## config.mk

```make
export PLATFORM = sky130hd
export DESIGN_NAME = slip_ctrl_queue
export DESIGN_NICKNAME = d
export VERILOG_FILES = /design/src/rtl/slipq_pkg.sv /design/src/rtl/slipq_token_fifo.sv /design/src/rtl/slipq_pf_tracker.sv /design/src/rtl/slipq_adapt_ctrl.sv /design/src/rtl/slip_ctrl_queue.sv
export SDC_FILE = /design/constraint.sdc
export NUM_CORES = 1
export LEC_CHECK = 0
export BUFFER_PORTS_ARGS = -buffer_cell sky130_fd_sc_hd__buf_2
export CAP_MARGIN = 10
export CORE_ASPECT_RATIO = 0.7
export CORE_MARGIN = 3
export CORE_UTILIZATION = 30
export CTS_BUF_LIST = sky130_fd_sc_hd__clkbuf_8
export CTS_CLUSTER_DIAMETER = 50
export DETAILED_ROUTE_END_ITERATION = 10
export GPL_ROUTABILITY_DRIVEN = 1
export MAX_ROUTING_LAYER = met4
export PLACE_DENSITY = 0.5
export SETUP_SLACK_MARGIN = 0.3
export SYNTH_ARGS = -nofsm -noshare
export SYNTH_HDL_FRONTEND = slang
export SYNTH_SLANG_ARGS = --single-unit
```

## constraint.sdc

```tcl
create_clock -name clk -period 8.4 [get_ports clk]
set_input_delay 2.52 -clock clk [delete_from_list [all_inputs] [get_ports clk]]
set_output_delay 2.52 -clock clk [all_outputs]
set_load 0.01 [all_outputs]
```

## src/rtl/slipq_pkg.sv

```systemverilog
// Package: shared types for the slip control queue.
// Assumes: nothing beyond IEEE 1800-2017.
package slipq_pkg;

    // Result of one load lookup into the prefetch tracker.
    typedef struct packed {
        logic hit;
        logic late;
    } lookup_t;

    // Decision taken by the adaptation controller at an evaluation point.
    typedef enum logic [1:0] {
        ADJ_HOLD = 2'd0,
        ADJ_UP   = 2'd1,
        ADJ_DOWN = 2'd2
    } adjust_e;

endpackage

```

## src/rtl/slipq_token_fifo.sv

```systemverilog
// Module: token FIFO whose accepting depth is capped by a run-time limit.
// Physical storage is MAX_SLIP entries. put_ready is low while occupancy
// is at or above the limit. A shrinking limit never drops tokens.
// Assumes: limit is within 1..MAX_SLIP.
module slipq_token_fifo #(
    parameter int MAX_SLIP = 16,
    parameter int TOKEN_W  = 8,
    localparam int LIM_W   = $clog2(MAX_SLIP + 1),
    localparam int PTR_W   = (MAX_SLIP > 1) ? $clog2(MAX_SLIP) : 1
) (
    input  logic               clk,
    input  logic               rst_n,
    input  logic               put_valid,
    input  logic [TOKEN_W-1:0] put_token,
    output logic               put_ready,
    output logic               get_valid,
    output logic [TOKEN_W-1:0] get_token,
    input  logic               get_ready,
    input  logic [LIM_W-1:0]   limit,
    output logic [LIM_W-1:0]   occ
);

    logic [TOKEN_W-1:0] store_q [MAX_SLIP];
    logic [PTR_W-1:0]   wr_ptr_q;
    logic [PTR_W-1:0]   rd_ptr_q;
    logic [LIM_W-1:0]   occ_q;
    logic               push;
    logic               pop;

    // Handshake qualification against the current limit.
    always_comb begin
        put_ready = (occ_q < limit);
        get_valid = (occ_q != '0);
        push      = put_valid && put_ready;
        pop       = get_ready && get_valid;
        get_token = store_q[rd_ptr_q];
        occ       = occ_q;
    end

    // Token storage write.
    always_ff @(posedge clk) begin
        if (push) begin
            store_q[wr_ptr_q] <= put_token;
        end
    end

    // Pointer and occupancy bookkeeping.
    always_ff @(posedge clk) begin
        if (!rst_n) begin
            wr_ptr_q <= '0;
            rd_ptr_q <= '0;
            occ_q    <= '0;
        end else begin
            if (push) begin
                wr_ptr_q <= (wr_ptr_q == PTR_W'(MAX_SLIP - 1)) ? '0 : wr_ptr_q + 1'b1;
            end
            if (pop) begin
                rd_ptr_q <= (rd_ptr_q == PTR_W'(MAX_SLIP - 1)) ? '0 : rd_ptr_q + 1'b1;
            end
            if (push && !pop) begin
                occ_q <= occ_q + 1'b1;
            end else if (pop && !push) begin
                occ_q <= occ_q - 1'b1;
            end
        end
    end

    AST_NO_OVERFLOW: assert property (@(posedge clk) disable iff (!rst_n)
        occ_q <= LIM_W'(MAX_SLIP));
    AST_PUT_BLOCKED: assert property (@(posedge clk) disable iff (!rst_n)
        (put_valid && occ_q >= limit) |=> occ_q <= $past(occ_q));
    AST_NO_UNDERFLOW: assert property (@(posedge clk) disable iff (!rst_n)
        (get_ready && occ_q == '0) |=> occ_q <= LIM_W'(1));

endmodule

```

## src/rtl/slipq_pf_tracker.sv

```systemverilog
// Module: tracker of outstanding prefetched lines.
// Each entry holds a line address, a taken flag and an arrived flag.
// An issue takes the lowest free entry and is dropped when full. A fill
// marks matching entries as arrived. A lookup releases the lowest matching
// entry and classifies it as late (not arrived) or useful (arrived).
// Assumes: at most one issue, one fill and one lookup per cycle.
module slipq_pf_tracker
    import slipq_pkg::*;
#(
    parameter int ENTRIES = 8,
    parameter int ADDR_W  = 16,
    localparam int IDX_W  = (ENTRIES > 1) ? $clog2(ENTRIES) : 1
) (
    input  logic              clk,
    input  logic              rst_n,
    input  logic              iss_valid,
    input  logic [ADDR_W-1:0] iss_addr,
    input  logic              fill_valid,
    input  logic [ADDR_W-1:0] fill_addr,
    input  logic              ld_valid,
    input  logic [ADDR_W-1:0] ld_addr,
    output logic              full,
    output lookup_t           result
);

    logic              taken_q   [ENTRIES];
    logic              arrived_q [ENTRIES];
    logic [ADDR_W-1:0] addr_q    [ENTRIES];
    logic [ENTRIES-1:0] taken_vec;
    logic [IDX_W-1:0]  free_idx;
    logic [IDX_W-1:0]  hit_idx;
    logic              any_free;
    logic              any_hit;

    // Lowest free entry and lowest matching entry for the lookup.
    always_comb begin
        any_free = 1'b0;
        any_hit  = 1'b0;
        free_idx = '0;
        hit_idx  = '0;
        for (int i = ENTRIES - 1; i >= 0; i--) begin
            taken_vec[i] = taken_q[i];
            if (!taken_q[i]) begin
                any_free = 1'b1;
                free_idx = IDX_W'(i);
            end
            if (taken_q[i] && addr_q[i] == ld_addr) begin
                any_hit = 1'b1;
                hit_idx = IDX_W'(i);
            end
        end
        full        = !any_free;
        result.hit  = ld_valid && any_hit;
        result.late = ld_valid && any_hit && !arrived_q[hit_idx];
    end

    generate
        for (genvar g = 0; g < ENTRIES; g++) begin : g_entry
            logic alloc_here;
            logic free_here;
            logic fill_here;

            // Per-entry event decode.
            always_comb begin
                alloc_here = iss_valid && any_free && (free_idx == IDX_W'(g));
                free_here  = result.hit && (hit_idx == IDX_W'(g));
                fill_here  = fill_valid && taken_q[g] && (addr_q[g] == fill_addr);
            end

            // Per-entry state update; allocation wins over other events.
            always_ff @(posedge clk) begin
                if (!rst_n) begin
                    taken_q[g]   <= 1'b0;
                    arrived_q[g] <= 1'b0;
                    addr_q[g]    <= '0;
                end else if (alloc_here) begin
                    taken_q[g]   <= 1'b1;
                    arrived_q[g] <= 1'b0;
                    addr_q[g]    <= iss_addr;
                end else if (free_here) begin
                    taken_q[g]   <= 1'b0;
                    arrived_q[g] <= 1'b0;
                end else if (fill_here) begin
                    arrived_q[g] <= 1'b1;
                end
            end
        end
    endgenerate

    AST_FULL_DROPS_ISSUE: assert property (@(posedge clk) disable iff (!rst_n)
        (full && !result.hit) |=> full);
    AST_LOOKUP_RELEASES: assert property (@(posedge clk) disable iff (!rst_n)
        (result.hit && !iss_valid) |=>
        ($countones(taken_vec) + 1 == $past($countones(taken_vec))));

endmodule

```

## src/rtl/slipq_adapt_ctrl.sv

```systemverilog
// Module: slip limit adaptation controller.
// Counts late and useful lookups over an epoch of EPOCH lookups. At the
// last lookup of the epoch it holds the limit when the tracker was full,
// otherwise steps it up when 2*late > useful and down otherwise, clamped
// to 1..MAX_SLIP. Counts clear after each evaluation.
// Assumes: EPOCH >= 2, INIT_SLIP within 1..MAX_SLIP.
module slipq_adapt_ctrl
    import slipq_pkg::*;
#(
    parameter int MAX_SLIP  = 16,
    parameter int INIT_SLIP = 4,
    parameter int EPOCH     = 32,
    localparam int LIM_W    = $clog2(MAX_SLIP + 1),
    localparam int EP_W     = $clog2(EPOCH),
    localparam int CNT_W    = $clog2(EPOCH + 1)
) (
    input  logic             clk,
    input  logic             rst_n,
    input  logic             ld_valid,
    input  lookup_t          result,
    input  logic             pf_full,
    output logic [LIM_W-1:0] limit
);

    logic [EP_W-1:0]  ep_cnt_q;
    logic [CNT_W-1:0] late_q;
    logic [CNT_W-1:0] useful_q;
    logic [CNT_W-1:0] late_n;
    logic [CNT_W-1:0] useful_n;
    logic [LIM_W-1:0] lim_q;
    logic             evaluate;
    adjust_e          adj;

    // Running counts including this cycle's lookup, and the decision.
    always_comb begin
        late_n   = late_q + CNT_W'(result.hit && result.late);
        useful_n = useful_q + CNT_W'(result.hit && !result.late);
        evaluate = ld_valid && (ep_cnt_q == EP_W'(EPOCH - 1));
        if (pf_full) begin
            adj = ADJ_HOLD;
        end else if ({late_n, 1'b0} > {1'b0, useful_n}) begin
            adj = ADJ_UP;
        end else begin
            adj = ADJ_DOWN;
        end
        limit = lim_q;
    end

    // Epoch counter and classification counters.
    always_ff @(posedge clk) begin
        if (!rst_n) begin
            ep_cnt_q <= '0;
            late_q   <= '0;
            useful_q <= '0;
        end else if (evaluate) begin
            ep_cnt_q <= '0;
            late_q   <= '0;
            useful_q <= '0;
        end else if (ld_valid) begin
            ep_cnt_q <= ep_cnt_q + 1'b1;
            late_q   <= late_n;
            useful_q <= useful_n;
        end
    end

    // Limit register with clamping.
    always_ff @(posedge clk) begin
        if (!rst_n) begin
            lim_q <= LIM_W'(INIT_SLIP);
        end else if (evaluate) begin
            case (adj)
                ADJ_UP:   if (lim_q < LIM_W'(MAX_SLIP)) lim_q <= lim_q + 1'b1;
                ADJ_DOWN: if (lim_q > LIM_W'(1))        lim_q <= lim_q - 1'b1;
                default:  lim_q <= lim_q;
            endcase
        end
    end

    AST_LIMIT_RANGE: assert property (@(posedge clk) disable iff (!rst_n)
        (lim_q >= LIM_W'(1)) && (lim_q <= LIM_W'(MAX_SLIP)));
    AST_LIMIT_STEP: assert property (@(posedge clk) disable iff (!rst_n)
        1'b1 |=> (lim_q == $past(lim_q)) || (lim_q == $past(lim_q) + 1'b1) ||
                 (lim_q + 1'b1 == $past(lim_q)));
    AST_FULL_HOLDS: assert property (@(posedge clk) disable iff (!rst_n)
        (evaluate && pf_full) |=> $stable(lim_q));
    AST_ONLY_AT_EVAL: assert property (@(posedge clk) disable iff (!rst_n)
        !evaluate |=> $stable(lim_q));

endmodule

```

## src/rtl/slip_ctrl_queue.sv

```systemverilog
// Module: top of the adaptive slip control queue.
// Joins the token FIFO, the prefetch tracker and the adaptation controller,
// and registers the lookup result as a one-cycle-late status.
// Assumes: a single clock domain and synchronous active-low reset.
module slip_ctrl_queue
    import slipq_pkg::*;
#(
    parameter int MAX_SLIP   = 16,
    parameter int INIT_SLIP  = 4,
    parameter int EPOCH      = 32,
    parameter int PF_ENTRIES = 8,
    parameter int TOKEN_W    = 8,
    parameter int ADDR_W     = 16,
    localparam int LIM_W     = $clog2(MAX_SLIP + 1)
) (
    input  logic               clk,
    input  logic               rst_n,
    input  logic               put_valid,
    input  logic [TOKEN_W-1:0] put_token,
    output logic               put_ready,
    output logic               get_valid,
    output logic [TOKEN_W-1:0] get_token,
    input  logic               get_ready,
    input  logic               pf_issue_valid,
    input  logic [ADDR_W-1:0]  pf_issue_addr,
    input  logic               pf_fill_valid,
    input  logic [ADDR_W-1:0]  pf_fill_addr,
    input  logic               ld_valid,
    input  logic [ADDR_W-1:0]  ld_addr,
    output logic               lk_hit,
    output logic               lk_late,
    output logic               pf_full,
    output logic [LIM_W-1:0]   slip_limit,
    output logic [LIM_W-1:0]   occupancy
);

    lookup_t          lk_res;
    logic [LIM_W-1:0] limit;

    slipq_token_fifo #(
        .MAX_SLIP (MAX_SLIP),
        .TOKEN_W  (TOKEN_W)
    ) u_fifo (
        .clk       (clk),
        .rst_n     (rst_n),
        .put_valid (put_valid),
        .put_token (put_token),
        .put_ready (put_ready),
        .get_valid (get_valid),
        .get_token (get_token),
        .get_ready (get_ready),
        .limit     (limit),
        .occ       (occupancy)
    );

    slipq_pf_tracker #(
        .ENTRIES (PF_ENTRIES),
        .ADDR_W  (ADDR_W)
    ) u_tracker (
        .clk        (clk),
        .rst_n      (rst_n),
        .iss_valid  (pf_issue_valid),
        .iss_addr   (pf_issue_addr),
        .fill_valid (pf_fill_valid),
        .fill_addr  (pf_fill_addr),
        .ld_valid   (ld_valid),
        .ld_addr    (ld_addr),
        .full       (pf_full),
        .result     (lk_res)
    );

    slipq_adapt_ctrl #(
        .MAX_SLIP  (MAX_SLIP),
        .INIT_SLIP (INIT_SLIP),
        .EPOCH     (EPOCH)
    ) u_adapt (
        .clk      (clk),
        .rst_n    (rst_n),
        .ld_valid (ld_valid),
        .result   (lk_res),
        .pf_full  (pf_full),
        .limit    (limit)
    );

    // Expose the limit.
    always_comb slip_limit = limit;

    // Register the lookup classification for the status outputs.
    always_ff @(posedge clk) begin
        if (!rst_n) begin
            lk_hit  <= 1'b0;
            lk_late <= 1'b0;
        end else begin
            lk_hit  <= lk_res.hit;
            lk_late <= lk_res.late;
        end
    end

    AST_LATE_NEEDS_HIT: assert property (@(posedge clk) disable iff (!rst_n)
        lk_late |-> lk_hit);
    AST_NO_LOOKUP_QUIET: assert property (@(posedge clk) disable iff (!rst_n)
        !ld_valid |=> !lk_hit);

endmodule

```

* Yosys cells after proc, flatten, opt, wreduce, memory -nomap -nowiden
Memory sizes are Yosys's and may differ from the RTL's. A register that Yosys moved wholly into a read port is not among the register bits.
Cells that the tools add are included.
Widths: inputs -> output; s select.
** Word-level totals
- Memories kept :: 4
- Logic and storage cells :: 364
- Memory bits (writable) :: 272
- Bits in registers :: 37
- Output and inout bits :: 23
- Input port bits :: 63
** Cells by class
- Reduce and logical (&&, ||, !) cells :: 62
- Add/subtract/negate cells :: 9
- Muxes and demuxes :: 190
- Magnitude comparators :: 4
- Eq/ne operators :: 37
- Bitwise gates (word level) :: 49
** Memory list
- u_fifo.store_q :: words 16, bits a word 8, read ports 1, clocked after memory_dff 1, wr ports 1, RTL line slipq_token_fifo.sv:23 : logic [TOKEN_W-1:0] store_q [MAX_SLIP];
- u_tracker.addr_q :: words 8, bits a word 16, read ports 8, clocked after memory_dff 0, wr ports 8, RTL line slipq_pf_tracker.sv:28 : logic [ADDR_W-1:0] addr_q [ENTRIES];
- u_tracker.arrived_q :: words 8, bits a word 1, read ports 1, clocked after memory_dff 0, wr ports 8, RTL line slipq_pf_tracker.sv:27 : logic arrived_q [ENTRIES];
- u_tracker.taken_q :: words 8, bits a word 1, read ports 8, clocked after memory_dff 0, wr ports 8, RTL line slipq_pf_tracker.sv:26 : logic taken_q [ENTRIES];
** Operators with widths (count)
- $eq 16x16->1 :: 16
- $mux 1 :: 155
- $mux 16 :: 8
- $logic_and 1x1->1 :: 50
- $mux 3 :: 16
- $or 1x1->1 :: 48
- $eq 3x3->1 const B :: 8
- $mux 5 :: 4
- $mux 4 :: 4
- $add 5x1->5 const B :: 3
- $add 6x1->6 :: 2
- $eq 3x2->1 const B :: 4
- $pmux 5 s2 :: 1
- $sub 5x1->5 const B :: 2
- $add 4x1->4 const B :: 2
- $eq 4x4->1 const B :: 2
- $gt 7x6->1 :: 1
- $eq 3x1->1 const B :: 2
- $logic_not 3->1 :: 2
- $eq 5x5->1 const B :: 1
- $gt 5x1->1 const B :: 1
- $logic_not 1->1 :: 5
- $lt 5x5->1 :: 1
- $lt 5x5->1 const B :: 1
- 9 further kinds :: 12

* Depth between registers and ports, before layout
An unclocked memory read counts as a cell.
- Word-level depth :: 22
- Depth in mapped cells :: 24
- Gate-level depth less buffers :: 22

* Cells and area by module
From an unflattened synthesis, not the netlist that was laid out.
** Unflattened totals
- Cell total of the unflattened synthesis :: 1346
- Area, all modules :: 16718.5 um^2
** By module, submodules not included
- slipq_pf_tracker :: area each 9316.4 um^2, times used 1, seq. area each 4304.1 um^2, cells each 859
- slipq_token_fifo :: area each 5983.2 um^2, times used 1, seq. area each 4184.0 um^2, cells each 336
- slipq_adapt_ctrl :: area each 1366.3 um^2, times used 1, seq. area each 440.4 um^2, cells each 147
- slip_ctrl_queue :: area each 52.6 um^2, times used 1, seq. area each 40.0 um^2, cells each 4

* Worst setup path before layout
Ideal clock, no wire load.
- Path kind :: input port to flip-flop
- Start point :: input port ld_addr[13]
- End point :: register u_adapt.lim_q[2], in the netlist u_adapt.limit[2]
- Path buffers :: 1
- Stages :: 22
- Arrival :: 7360 ps
- Setup slack :: 914 ps
- Setup time :: 126 ps
- Data required time :: 8274 ps
- Cells stage by stage :: buf_2 xor2_1 or4_1 or2_1 o2bb2a_4 o311ai_2 nand3_1 a221oi_2 nor4_4 o21a_1 ha_1 ha_1 ha_1 a21o_1 a21o_1 a21o_1 a21o_1 a21o_1 a2111oi_2 o21ai_0 xnor2_1 nand2_1
** RTL lines
- from (decl) :: RTL line slip_ctrl_queue.sv:29 : input logic [ADDR_W-1:0] ld_addr,
- to (signal assigned) :: RTL line slipq_adapt_ctrl.sv:69 : lim_q <= LIM_W'(INIT_SLIP);
- to (signal assigned) :: RTL line slipq_adapt_ctrl.sv:72 : ADJ_UP: if (lim_q < LIM_W'(MAX_SLIP)) lim_q <= lim_q + 1'b1;
- to (signal assigned) :: RTL line slipq_adapt_ctrl.sv:73 : ADJ_DOWN: if (lim_q > LIM_W'(1)) lim_q <= lim_q - 1'b1;
- to (decl) :: RTL line slipq_adapt_ctrl.sv:30 : logic [LIM_W-1:0] lim_q;

==> metrics.md <==
| Metric | Value |
|---|---|
| Via count | `11,220` |
| Initial antenna violation count | `7` |
| Total grt overflow | `0` |
| Max-cap check violation count | `0` |
| Sequential area share after synthesis | `54.33%` |
| Routability cong. | `0.9254` |
| H-tree levels | `2` |
| 1st-iter DRT viols | `1,171` |
| Period minus WS final | `7549 ps` |
| Largest net degree at the start of global routing | `33` |
| Fmax | `132.5 MHz` |
| Synth top area cells | `edfxtp_1 49%, xnor2_1 11%, mux4_2 5.5%, dfxtp_1 5.2%, and2_1 5.0%` |
| Count leader, synth | `edfxtp_1` |
| DR WL/cell | `23.81 um` |
| Worst Tran Pin Value | `1135 ps` |
| Worst reg2reg startpoint | `u_tracker.addr_q[4][9]$_SDFFCE_PN0P_` |
| Final setup vio count | `0` |
| Clock power frac | `36.4%` |
| Slew headroom | `24.07%` |
| Crit-path max FO | `8` |
| Clock sinks | `313` |
| Starting Density | `30.51%` |
| Post-CTS sizing | `0` |
| Residual DRC | `0` |
| Leakage power | `6.501 nW` |
| Max-slew violations | `0` |
| RSZ-0062 raised after global routing | `false` |
| Logic pwr share | `17.0%` |
| Vias in the first global route | `10,980` |
| Layout cells sized above 1 | `16.35%` |
| CTS tree | `done` |
| Num rows | `71` |
| Ports | `86` |
| Cell Area, Synth | `16,510 sq um` |
| Tot Pwr | `0.003910 W` |
| Nets | `1,517` |
| Setup Buffers After CTS | `0` |
| Total GRT Usage | `18.54%` |
| CP Data Required Time | `8860 ps` |
| PD cells | `207.3 nW/um^2` |
| Status | `finished, final reports clean` |
| Internal Dissipation | `0.002777 W` |
| Clock Latency Late Sink | `690 ps` |
| Start point of the worst hold path | `u_adapt.useful_q[0]$_SDFFE_PP0P_` |
| Sw Pwr | `0.001133 W` |
| Hold buffer count at CTS | `0` |
| Most frequent cells after synthesis | `270 x edfxtp_1, 199 x xnor2_1, 133 x and2_1` |
| DR pass1 iterations | `5` |
| Seq cells post-synth | `313` |
| Yosys top cell area share | `49.11%` |
| VDD IR-drop max | `0.1026 mV` |
| Setup_tns | `0 ps` |
| Syn Area/Cell | `12.46 sq um` |
| Dpl ws | `330.3 ps` |
| Critical path class | `in -> reg` |
| Synth warn | `0` |
| Sequential share of power | `46.6%` |
| Placed inst area | `17,770 sq um` |
| First-pass GRT wire length | `76,120 um` |
| Vias per cell | `5.100` |
| Layout area overhead | `14.28%` |
| Residual antenna-violating net count after detailed routing | `0` |
| Synth Instances | `1,325` |
| Die X | `286.4 um` |
| Synth area leader | `edfxtp_1` |
| Final worst slack | `850.9 ps` |
| Syn nets | `1,416` |
| Crit end category | `register` |
| CTS Buffer Depth | `3` |
| Post-synth EDFFs | `270` |
| Worst-path clk slew | `50 ps` |
| Post-synth cell types | `66` |
| CP arrival | `8010 ps` |
| Tcrit/Tclk final | `89.87%` |
| Min-Delay Path Class | `reg -> reg` |
| Core area | `54,100 sq um` |
| Switching share of power | `28.98%` |
| Ys flop type | `edfxtp_1` |
| Final wirelength | `52,380 um` |
| DIE AREA | `57,920 sq um` |
| Crit path from | `ld_addr[3]` |
| Fin area | `18,870 sq um` |
| CTS buffer count | `55` |
| Startpoint types | `input port` |
| Dpl hpwl | `37,680 um` |
| Hold Violations, Final | `0` |
| Final setup skew | `87.76 ps` |
| IO Port Bufs | `85` |
| Vert. Die Dim | `202.3 um` |
| Final Core Density | `34.87%` |
| Fraction of registers with async set/reset | `0%` |
| Root cell of the clock tree | `clkbuf_8` |
[worst max-delay path, cell delays in order]
cell and delay [ps]:
buf_2 340, xor2_1 150, or4b_2 690, nor4_1 570, and2_1 250, a211oi_1 70, o2111ai_1 200, nand2_1 140
nor4_4 310, o21a_1 160, ha_1 160, ha_1 260, ha_1 320, a21o_1 160, a21o_1 170, a21o_1 170
a21o_1 200, a21o_1 220, a2111oi_2 510, o21ai_0 230, xnor2_1 170, nor2_1 50
[final timing paths]
path	end	slack [ps]	cells after the start
hold reg to reg	u_adapt.useful_q[0]$_SDFFE_PP0P_	500	2
hold / removal	u_adapt.useful_q[0]$_SDFFE_PP0P_	500	2
setup / recovery	u_adapt.limit[3]$_SDFFE_PN0P_	850	22
setup reg to reg	u_adapt.limit[3]$_SDFFE_PN0P_	2510	21
[through the flow]
step | hold slack (ps) | cells
3_5_place_dp | 494.4 | 2099
5_1_grt | 529.3 | 2199
4_1_cts | 509.0 | 2198
2_1_floorplan | 464.7 | 1325
6_report | 504.7 | 2200
3_3_place_gp | 480.7 | 2099
[sequential cells by signal (all words and copies together) (netlist names), 4 cells and up, named ones only]
signal,count
u_fifo.rd_ptr_q,4
u_fifo.store_q,128
u_adapt.ep_cnt_q,5
u_tracker.arrived_q,8
u_adapt.useful_q,6
u_tracker.taken_q,8
u_fifo.occ,5
u_fifo.wr_ptr_q,4
u_tracker.addr_q,128
u_adapt.limit,5
u_adapt.late_q,6
[cell usage in the layout, fill, tap and decap left out, types with 4 or more instances in the layout]
cell type,netlist,layout
and2_1,133,133
xor2_1,88,88
nor4_1,34,34
dfxtp_1,43,42
ha_1,27,27
and4_1,4,4
xnor2_1,199,199
edfxtp_1,270,270
nand4_1,61,61
mux4_2,40,40
or4_1,13,13
clkinv_1,0,10
buf_4,0,26
nor2_1,74,74
o21ai_1,3,7
a21o_1,14,14
nor3_1,20,20
clkbuf_8,0,57
nand4b_1,4,4
nand3_1,32,32
mux2i_1,7,7
or3_1,7,7
buf_2,13,85
nand2b_1,17,17
o21ai_0,17,10
inv_1,22,42
nand2_1,50,50
a211oi_1,5,5
and3_1,4,4
a21oi_1,18,18
[power groups by stage]
stage                     Sequential, W  Combinational (W)  Clock (W)
after floorplan                 0.00184           0.000448          0
after global placement          0.00185           0.000666          0
after CTS                       0.00182           0.000669    0.00147
after global routing            0.00183           0.000726    0.00154
after detailed placement        0.00186           0.000665          0
final                           0.00182           0.000664    0.00142
[routing by layer]
layer / share of wire (%) / global-route usage [%]
met5: 0 / -
met4: 2.5 / 5.296
met3: 9.2 / 3.720
met2: 41 / 24.85
met1: 48 / 27.93
[kinds of logic after synthesis]
family	synth area share [%]
fa+ha+maj	2.168
mux	5.881
flops	54.33
compound gates	3.790
simple gates	16.39
xor+xnor	15.23
buf+inv	2.213
[cell type report]
cell class | count | area, sq um
fillers | 5298 | 35240
flip-flops and latches | 313 | 8970
multi-input cells | 923 | 7186
well taps | 730 | 913.4
clock buffers | 57 | 784.5
repair buffers | 111 | 620.6
clock inverters | 42 | 304.0
inverters | 22 | 82.58
diodes | 2 | 5.005
No activity file was read; power rests on OpenSTA's default activity.
